==> src/rtl/irq_agg_pkg.sv <==
// Package: shared constants and helpers for the banked interrupt aggregator.
// Assumes banks are at most 32 bits wide.
package irq_agg_pkg;

    localparam int BANK_W_MAX = 32;

    // Number of populated bits in each bank.
    function automatic int bank_pop(input int bank);
        case (bank)
            2:       return 24;
            4:       return 17;
            default: return BANK_W_MAX;
        endcase
    endfunction

    // Mask of populated bits for a bank.
    function automatic logic [BANK_W_MAX-1:0] bank_mask(input int bank);
        logic [BANK_W_MAX-1:0] m;
        m = '0;
        for (int i = 0; i < BANK_W_MAX; i++) begin
            if (i < bank_pop(bank)) m[i] = 1'b1;
        end
        return m;
    endfunction

endpackage

==> src/rtl/irq_bank_cell.sv <==
// Module: one interrupt bank with an enable register and a sticky status register.
// Source inputs set status bits. A status write clears the bits written as one.
// A set on the same edge as a clear wins. Unpopulated bits are held at zero.
module irq_bank_cell #(
    parameter int BANK_W = 32,
    parameter logic [BANK_W-1:0] IMPL = '1
) (
    input  logic              clk,
    input  logic              rst_n,
    input  logic [BANK_W-1:0] src,
    input  logic              en_we,
    input  logic              st_we,
    input  logic [BANK_W-1:0] wdata,
    output logic [BANK_W-1:0] en_q,
    output logic [BANK_W-1:0] st_q,
    output logic [BANK_W-1:0] act
);

    logic [BANK_W-1:0] clr_vec;

    // Bits being acknowledged in this cycle.
    always_comb clr_vec = st_we ? wdata : '0;

    // Enable register: takes the full write, limited to populated bits.
    always_ff @(posedge clk) begin
        if (!rst_n)     en_q <= '0;
        else if (en_we) en_q <= wdata & IMPL;
    end

    // Status register: sticky set from sources, write-one-to-clear, set wins.
    always_ff @(posedge clk) begin
        if (!rst_n) st_q <= '0;
        else        st_q <= ((st_q & ~clr_vec) | src) & IMPL;
    end

    // Active bits: pending and enabled.
    always_comb act = st_q & en_q;

endmodule

==> src/rtl/irq_lowest_pick.sv <==
// Module: finds the lowest set bit of a group's active vector and reports
// its source number, which is BASE plus the bit index. Purely combinational.
module irq_lowest_pick #(
    parameter int WIDTH = 96,
    parameter int BASE  = 0,
    parameter int NUM_W = 8
) (
    input  logic [WIDTH-1:0] act,
    output logic             vld,
    output logic [NUM_W-1:0] num
);

    // Scan downward so that the lowest set bit is the last one assigned.
    always_comb begin
        vld = 1'b0;
        num = '0;
        for (int i = WIDTH - 1; i >= 0; i--) begin
            if (act[i]) begin
                vld = 1'b1;
                num = NUM_W'(BASE + i);
            end
        end
    end

endmodule

==> src/rtl/irq_reg_port.sv <==
// Module: register access port.
// Decodes word-aligned byte addresses into per-bank write strobes and
// registers the read data. The word layout is: enables, then statuses,
// then the function helper and the error helper. Unaligned or unknown
// addresses read as zero and write nothing.
module irq_reg_port #(
    parameter int NUM_BANKS = 5,
    parameter int BANK_W    = 32,
    parameter int ADDR_W    = 6,
    parameter int NUM_W     = 8
) (
    input  logic                        clk,
    input  logic                        rst_n,
    input  logic                        wr_en,
    input  logic                        rd_en,
    input  logic [ADDR_W-1:0]           addr,
    input  logic [NUM_BANKS*BANK_W-1:0] en_flat,
    input  logic [NUM_BANKS*BANK_W-1:0] st_flat,
    input  logic                        fn_vld,
    input  logic [NUM_W-1:0]            fn_num,
    input  logic                        err_vld,
    input  logic [NUM_W-1:0]            err_num,
    output logic [NUM_BANKS-1:0]        en_we,
    output logic [NUM_BANKS-1:0]        st_we,
    output logic [BANK_W-1:0]           rdata
);

    localparam int IW       = ADDR_W - 2;
    localparam int FN_WORD  = 2 * NUM_BANKS;
    localparam int ERR_WORD = 2 * NUM_BANKS + 1;

    logic          aligned;
    logic [IW-1:0] widx;
    logic [BANK_W-1:0] rd_mux;

    // Word index and alignment of the request.
    always_comb begin
        aligned = (addr[1:0] == 2'b00);
        widx    = addr[ADDR_W-1:2];
    end

    // Per-bank write strobes.
    always_comb begin
        for (int b = 0; b < NUM_BANKS; b++) begin
            en_we[b] = wr_en && aligned && (widx == IW'(b));
            st_we[b] = wr_en && aligned && (widx == IW'(NUM_BANKS + b));
        end
    end

    // Read multiplexer over all words.
    always_comb begin
        rd_mux = '0;
        if (aligned) begin
            for (int b = 0; b < NUM_BANKS; b++) begin
                if (widx == IW'(b))
                    rd_mux = en_flat[b*BANK_W +: BANK_W];
                if (widx == IW'(NUM_BANKS + b))
                    rd_mux = st_flat[b*BANK_W +: BANK_W];
            end
            if (widx == IW'(FN_WORD))  rd_mux = BANK_W'({fn_vld, fn_num});
            if (widx == IW'(ERR_WORD)) rd_mux = BANK_W'({err_vld, err_num});
        end
    end

    // Registered read data, one cycle after the request.
    always_ff @(posedge clk) begin
        if (!rst_n)     rdata <= '0;
        else if (rd_en) rdata <= rd_mux;
    end

endmodule

==> src/rtl/irq_bank_agg.sv <==
// Module: top level of the banked interrupt aggregator.
// It has five banks: three form the function group and two the error group.
// Each group ORs its active bits onto one output line and has a helper word
// that names the lowest pending enabled source.
// Assumes the source inputs are synchronous to clk.
module irq_bank_agg #(
    parameter int NUM_BANKS = 5,
    parameter int FN_BANKS  = 3,
    parameter int BANK_W    = 32,
    parameter int ADDR_W    = 6,
    parameter int NUM_W     = 8
) (
    input  logic                        clk,
    input  logic                        rst_n,
    input  logic [NUM_BANKS*BANK_W-1:0] src_i,
    input  logic                        wr_en_i,
    input  logic                        rd_en_i,
    input  logic [ADDR_W-1:0]           addr_i,
    input  logic [BANK_W-1:0]           wdata_i,
    output logic [BANK_W-1:0]           rdata_o,
    output logic                        irq_fn_o,
    output logic                        irq_err_o
);

    localparam int ERR_BANKS = NUM_BANKS - FN_BANKS;
    localparam int FN_BITS   = FN_BANKS * BANK_W;
    localparam int ERR_BITS  = ERR_BANKS * BANK_W;
    localparam int ALL_BITS  = NUM_BANKS * BANK_W;

    logic [ALL_BITS-1:0]  en_flat;
    logic [ALL_BITS-1:0]  st_flat;
    logic [ALL_BITS-1:0]  act_flat;
    logic [NUM_BANKS-1:0] en_we;
    logic [NUM_BANKS-1:0] st_we;
    logic                 fn_vld;
    logic                 err_vld;
    logic [NUM_W-1:0]     fn_num;
    logic [NUM_W-1:0]     err_num;

    // One cell per bank, each with its own populated-bit mask.
    for (genvar b = 0; b < NUM_BANKS; b++) begin : g_bank
        irq_bank_cell #(
            .BANK_W (BANK_W),
            .IMPL   (BANK_W'(irq_agg_pkg::bank_mask(b)))
        ) u_cell (
            .clk   (clk),
            .rst_n (rst_n),
            .src   (src_i[b*BANK_W +: BANK_W]),
            .en_we (en_we[b]),
            .st_we (st_we[b]),
            .wdata (wdata_i),
            .en_q  (en_flat[b*BANK_W +: BANK_W]),
            .st_q  (st_flat[b*BANK_W +: BANK_W]),
            .act   (act_flat[b*BANK_W +: BANK_W])
        );
    end

    // Lowest pending enabled source of the function group.
    irq_lowest_pick #(.WIDTH(FN_BITS), .BASE(0), .NUM_W(NUM_W)) u_fn_pick (
        .act (act_flat[FN_BITS-1:0]),
        .vld (fn_vld),
        .num (fn_num)
    );

    // Lowest pending enabled source of the error group.
    irq_lowest_pick #(.WIDTH(ERR_BITS), .BASE(FN_BITS), .NUM_W(NUM_W)) u_err_pick (
        .act (act_flat[ALL_BITS-1:FN_BITS]),
        .vld (err_vld),
        .num (err_num)
    );

    // Register access port.
    irq_reg_port #(
        .NUM_BANKS (NUM_BANKS),
        .BANK_W    (BANK_W),
        .ADDR_W    (ADDR_W),
        .NUM_W     (NUM_W)
    ) u_port (
        .clk     (clk),
        .rst_n   (rst_n),
        .wr_en   (wr_en_i),
        .rd_en   (rd_en_i),
        .addr    (addr_i),
        .en_flat (en_flat),
        .st_flat (st_flat),
        .fn_vld  (fn_vld),
        .fn_num  (fn_num),
        .err_vld (err_vld),
        .err_num (err_num),
        .en_we   (en_we),
        .st_we   (st_we),
        .rdata   (rdata_o)
    );

    // Group output lines.
    always_comb begin
        irq_fn_o  = |act_flat[FN_BITS-1:0];
        irq_err_o = |act_flat[ALL_BITS-1:FN_BITS];
    end

endmodule

==> config.mk <==
export PLATFORM = sky130hd
export DESIGN_NAME = irq_bank_agg
export DESIGN_NICKNAME = d
export VERILOG_FILES = /design/src/rtl/irq_agg_pkg.sv /design/src/rtl/irq_bank_cell.sv /design/src/rtl/irq_lowest_pick.sv /design/src/rtl/irq_reg_port.sv /design/src/rtl/irq_bank_agg.sv
export SDC_FILE = /design/constraint.sdc
export NUM_CORES = 1
export LEC_CHECK = 0
export ABC_AREA = 1
export BUFFER_PORTS_ARGS = -buffer_cell sky130_fd_sc_hd__buf_2
export CAP_MARGIN = 0
export CORE_MARGIN = 4
export CORE_UTILIZATION = 61
export CTS_BUF_LIST = sky130_fd_sc_hd__clkbuf_16
export DETAILED_ROUTE_END_ITERATION = 10
export MAX_ROUTING_LAYER = met4
export PLACE_DENSITY = 0.85
export SETUP_SLACK_MARGIN = 0.3
export SYNTH_ARGS = -nofsm -noshare
export SYNTH_HDL_FRONTEND = slang
export SYNTH_SLANG_ARGS = --single-unit
==> constraint.sdc <==
create_clock -name clk -period 10.6 [get_ports clk]
set_input_delay 1.06 -clock clk [delete_from_list [all_inputs] [get_ports clk]]
set_output_delay 1.06 -clock clk [all_outputs]
set_load 0.01 [all_outputs]
# == Word-level counts from Yosys, hierarchy flattened ==
# Cells that the tools add are included.
# W data, S select, Z words.
# word_totals
out_inout_bits,34
register_bits,306
# op_classes
eq_ne,11
mux,338
n_reduce_logical,15
bitwise,20
# op_table
op,n
$mux W7,96
$mux W32,16
$mux W8,64
$and A32 B32 Y32,6
$mux W1,160
$not A32 Y32,3
$or A32 B32 Y32,3
$reduce_or A96 Y1,1
$reduce_or A64 Y1,1
$and A24 B24 Y24,2
$and A17 B17 Y17,2
$mux W24,1
$not A24 Y24,1
$or A24 B24 Y24,1
$mux W17,1
$not A17 Y17,1
$or A17 B17 Y17,1
$eq A4 B3 Y1 const B,4
$eq A4 B4 Y1 const B,4
$logic_and A1 B1 Y1,11
$eq A4 B2 Y1 const B,2
$eq A4 B1 Y1 const B,1
$logic_not A4 Y1,1
$logic_not A2 Y1,1

# == Depth between registers and ports, before layout ==
# depth
ltp_word,99
mapped_depth,92

# == Hierarchy ==
# Synthesis repeated with hierarchy kept, for this count alone.
# unflattened
hier_cells,3166
area_unflattened_um2,19045.8
# by_module_without_submodules
mod,n_inst,cells_each,area_each_um2
irq_bank_cell at g_bank[0].u_cell ...,3,369,2672.6
irq_reg_port,1,781,3911.3
irq_bank_cell at g_bank[2].u_cell,1,301,2108.3
irq_bank_cell at g_bank[4].u_cell,1,242,1751.7
irq_lowest_pick at u_fn_pick,1,351,1413.9
irq_lowest_pick at u_err_pick,1,227,1252.5
irq_bank_agg,1,157,590.6

# == Worst setup path after synthesis ==
# OpenSTA, ideal clock, no wires.
# synth_timing
path_type,register -> register
start,register g_bank[2].u_cell.st_q[23]
end,register u_port.rdata[0]
path_stages_with_launch,93
arrival_ns,4.188
synth_period_minus_slack_ns,4.315
path_slack_ns,6.285
t_required_ns,10.473
path_cell_list,dfxtp_1 nand2_1 inv_1 nand2_1 nand2_1 nand2_1 nand2_1 nand2_1 nand2_1 nand2_1 nand2_1 nand2_1 nand2_1 nand2_1 nand2_1 nand2_1 nand2_1 nand2_1 (+57 left out) nand2_1 nand2_1 nand2_1 nand2_1 nand2_1 nand2_1 nand2_1 nand2_1 nand2_1 nand2_1 nand2_1 nand2_1 nand2_1 nand2_1 nand2_1 nand2_1 nand2_1 a21oi_2
# synth_via
elab_chain_len,92
# synth_rtl
element,line,text
from (decl),irq_bank_cell.sv:15,"output logic [BANK_W-1:0] st_q,"
from (signal assigned),irq_bank_cell.sv:33,else st_q <= ((st_q & ~clr_vec) | src) & IMPL;
$and A24 B24 Y24,irq_bank_cell.sv:37,always_comb act = st_q & en_q;
$mux W7 (88 in series),irq_lowest_pick.sv:18,if (act[i]) begin
$mux W32,irq_reg_port.sv:60,"if (widx == IW'(FN_WORD)) rd_mux = BANK_W'({fn_vld, fn_num});"
$mux W32,irq_reg_port.sv:61,"if (widx == IW'(ERR_WORD)) rd_mux = BANK_W'({err_vld, err_num});"
$mux W32,irq_reg_port.sv:53,if (aligned) begin
to (signal assigned),irq_reg_port.sv:68,else if (rd_en) rdata <= rd_mux;
to (decl),irq_reg_port.sv:25,output logic [BANK_W-1:0] rdata
# Every way passes these cells.
# A chain may end at the register's enable or synchronous reset.

# == Final worst setup path ==
# Ends and elaborated chain as after synthesis.

==> impl_results.md <==
* Fmax at 0.180 GHz
* Lkg Pwr at 0.00834 uW
* HPWL after detailed placement at 33700 um
* CTS Hold Buffers Added at 0
* Slew HR at 18.7%
* Period Utilization, post-route at 52.5%
* Max-cap violations at 0
* Slowest cell on the critical path: dfxtp_1
* Slowest stage delay, CP at 0.33 ns
* Clk buf depth at 3
* Largest net degree at the start of global routing at 108
* Detail Route Antenna Nets at 0
* Critical Path Source: g_bank[2].u_cell.st_q[23]
* H-tree depth at 2
* Final Hold Violating Endpoints at 0
* Clk sinks at 306
* Syn avg cell area at 6.88 um2
* CP Data Required Time at 10.95 ns
* Placed insts at 2543
* Fillers at 2019
* Total congestion overflow at 0
* CTS resizes at 0
* Worst clock skew at 0.0175 ns
* Outcome: finished clean
* RSZ-0062 raised after global routing: no
* DR iter-0 viols at 1880
* Async set-reset flop share out of synthesis at 0%
* Finished Layout Cells at 2602
* Mux cell area share after synthesis at 0%
* Initial antenna violation count at 0
* Placement Rows at 56
* Post-Synth XOR/XNOR Area at 0%
* Routed length per placed instance at 18.4 um
* CTS tree: yes
* Post-CTS setup buffer count at 0
* Vias in the first global route at 14.4k
* Final Max Slew Viols at 0
* Ys Warns at 0
* Dominant cell type by count on the critical path: nand2_1
* EDFF count, synth at 0
* Max VDD drop at 161 uV
* Post-Synth Simple-Gate Area at 21.4%
* Worst hold slack at 0.459 ns
* Ant. Diodes at 0
* Final #Nets at 2462
* Crit path kind: register to register
* First-pass GRT wire length at 74100 um
* Multi-input logic area at 7230 um2
* Layout cell share with drive strength beyond 1 at 15.1%
* Initial core utilization at 61.8%
* Commonest non-fill, non-tap cells in the layout: nand2_1, a21oi_1, dfxtp_1, o21ai_0, buf_2
* Die H at 162 um
* Post-Syn Area at 14500 um2
* 1st-pass router iterations at 6
* Critical Path AT at 5.92 ns
* Adder-cell share of the synthesized area at 0%
* Largest cells by area after synthesis: dfxtp_1, nand2_1, a21oi_1
* Hold Startpoint: u_port.rdata[5]
* Vias at 15.3k
* Post-synth cell types at 34
* Commonest register cell after synthesis: dfxtp_1
* DRC errors left at 0
* Die width at 162 um
* P&R area growth vs syn at 15.8%
* Final setup fails at 0
* Worst r2r src: g_bank[2].u_cell.st_q[23]
* PortBufs at 212
* Commonest non-fill, non-tap cell in the layout: nand2_1
* Min Tclk post-route at 5.57 ns
* Synth area leader: dfxtp_1
* TritonCTS Buffers at 34
* Synthesis-stage register bit count at 306
* Die area at 26200 um2
* Clk_lat worst skew at 0.52 ns
* Boundary Pins at 236
* Critical path launch point type: register
* FF+latch area at 6130 um2
* Mapped Cells at 2104
* Largest family of logic cells by synthesized area: compound AO/OA/AOI/OAI gates
* Min-delay worst type: register to register
* Share of the synthesized area in the top cell type at 42.3%
* Post-synthesis compound-gate area fraction at 28.3%
* Actual slew at the worst max-slew pin at 1.22 ns
* Total Neg Setup Slack at 0 ns
* Area of the core at 23400 um2
* Syn Nets at 2306
* GRT Overall Usage at 36.0%
* DR vias/cell at 5.88
* Register area share after synthesis at 42.3%
* Clock Tree Root: clkbuf_16
* PD cells at 158 nW/um2
* WL final at 47800 um
* Routability Congestion at 0.966
* CP endpoint kind: register
* Clock slew seen by the registers of the worst setup and hold paths at 0.06 ns
* Crit Path Max Fanout at 3
flip-flops by register name, summed over array words and instances (netlist names):
name,cells
g_bank.u_cell.st_q,137
g_bank.u_cell.en_q,137
u_port.rdata,32
where the power goes:
| part | switching (uW) | internal (uW) |
|---|---|---|
| clock network | 483 | 685 |
| logic | 155 | 81.1 |
| registers | 40.7 | 1190 |
path summary, 6_finish.rpt:
check | endpoint | slack (ns) | cells after the start
worst max-delay path | u_port.rdata[0] | 5.03 | 92
worst max register to register | u_port.rdata[0] | 5.03 | 92
worst min register to register | u_port.rdata[5] | 0.46 | 2
worst min-delay path | u_port.rdata[5] | 0.46 | 2
cells by family after synthesis:
group	after synthesis
AO/OA/AOI/OAI	756
buffers and inverters	301
flip-flops	306
AND/OR/NAND/NOR	741
cell type report:
cell class                      instances  area share [%]
Clock buffer                           34            5.08
Timing Repair Buffer                  228            7.05
Inverter                              193            4.34
Clock inverter                         25            1.40
Tap cell                              319            2.38
Sequential cell                       306            36.6
Multi-Input combinational cell       1497            43.2
Yosys cell counts, types with 25 or more instances:
| library cell | number |
|---|---|
| clkbuf_1 | 105 |
| nand2_2 | 25 |
| o211ai_1 | 27 |
| a221oi_1 | 33 |
| dfxtp_1 | 306 |
| inv_1 | 166 |
| nand3_1 | 32 |
| a21oi_1 | 328 |
| o21ai_0 | 293 |
| o21ai_1 | 30 |
| nor2_1 | 154 |
| nand2_1 | 487 |
metrics by stage:
stage	total power, uW	cell area, um2	worst slack (ns)	util (%)
3_5_place_dp	1490	15700	5.25	66.9
3_3_place_gp	1480	15700	5.23	66.9
5_1_grt	2720	16800	4.20	71.6
4_1_cts	2640	16800	5.15	71.6
2_1_floorplan	1380	14500	6.28	-
6_report	2640	16800	5.03	71.6
layer usage:
layer | track usage [%] | vias up | wire [um]
met2 | 59.2 | 807 | 22600
met3 | 3.93 | 177 | 4110
met1 | 44.3 | 6947 | 18500
met4 | 18.3 | 0 | 2620
met5 | - | - | 0
li1 | - | 7370 | -
critical path, delay by kind of cell (launching register included):
kind,cells,cell delay [ns]
flops,1,0.33
buf+inv,1,0.04
compound gates,1,0.05
simple gates,90,4.95
Power figures use the tool's default switching activity.
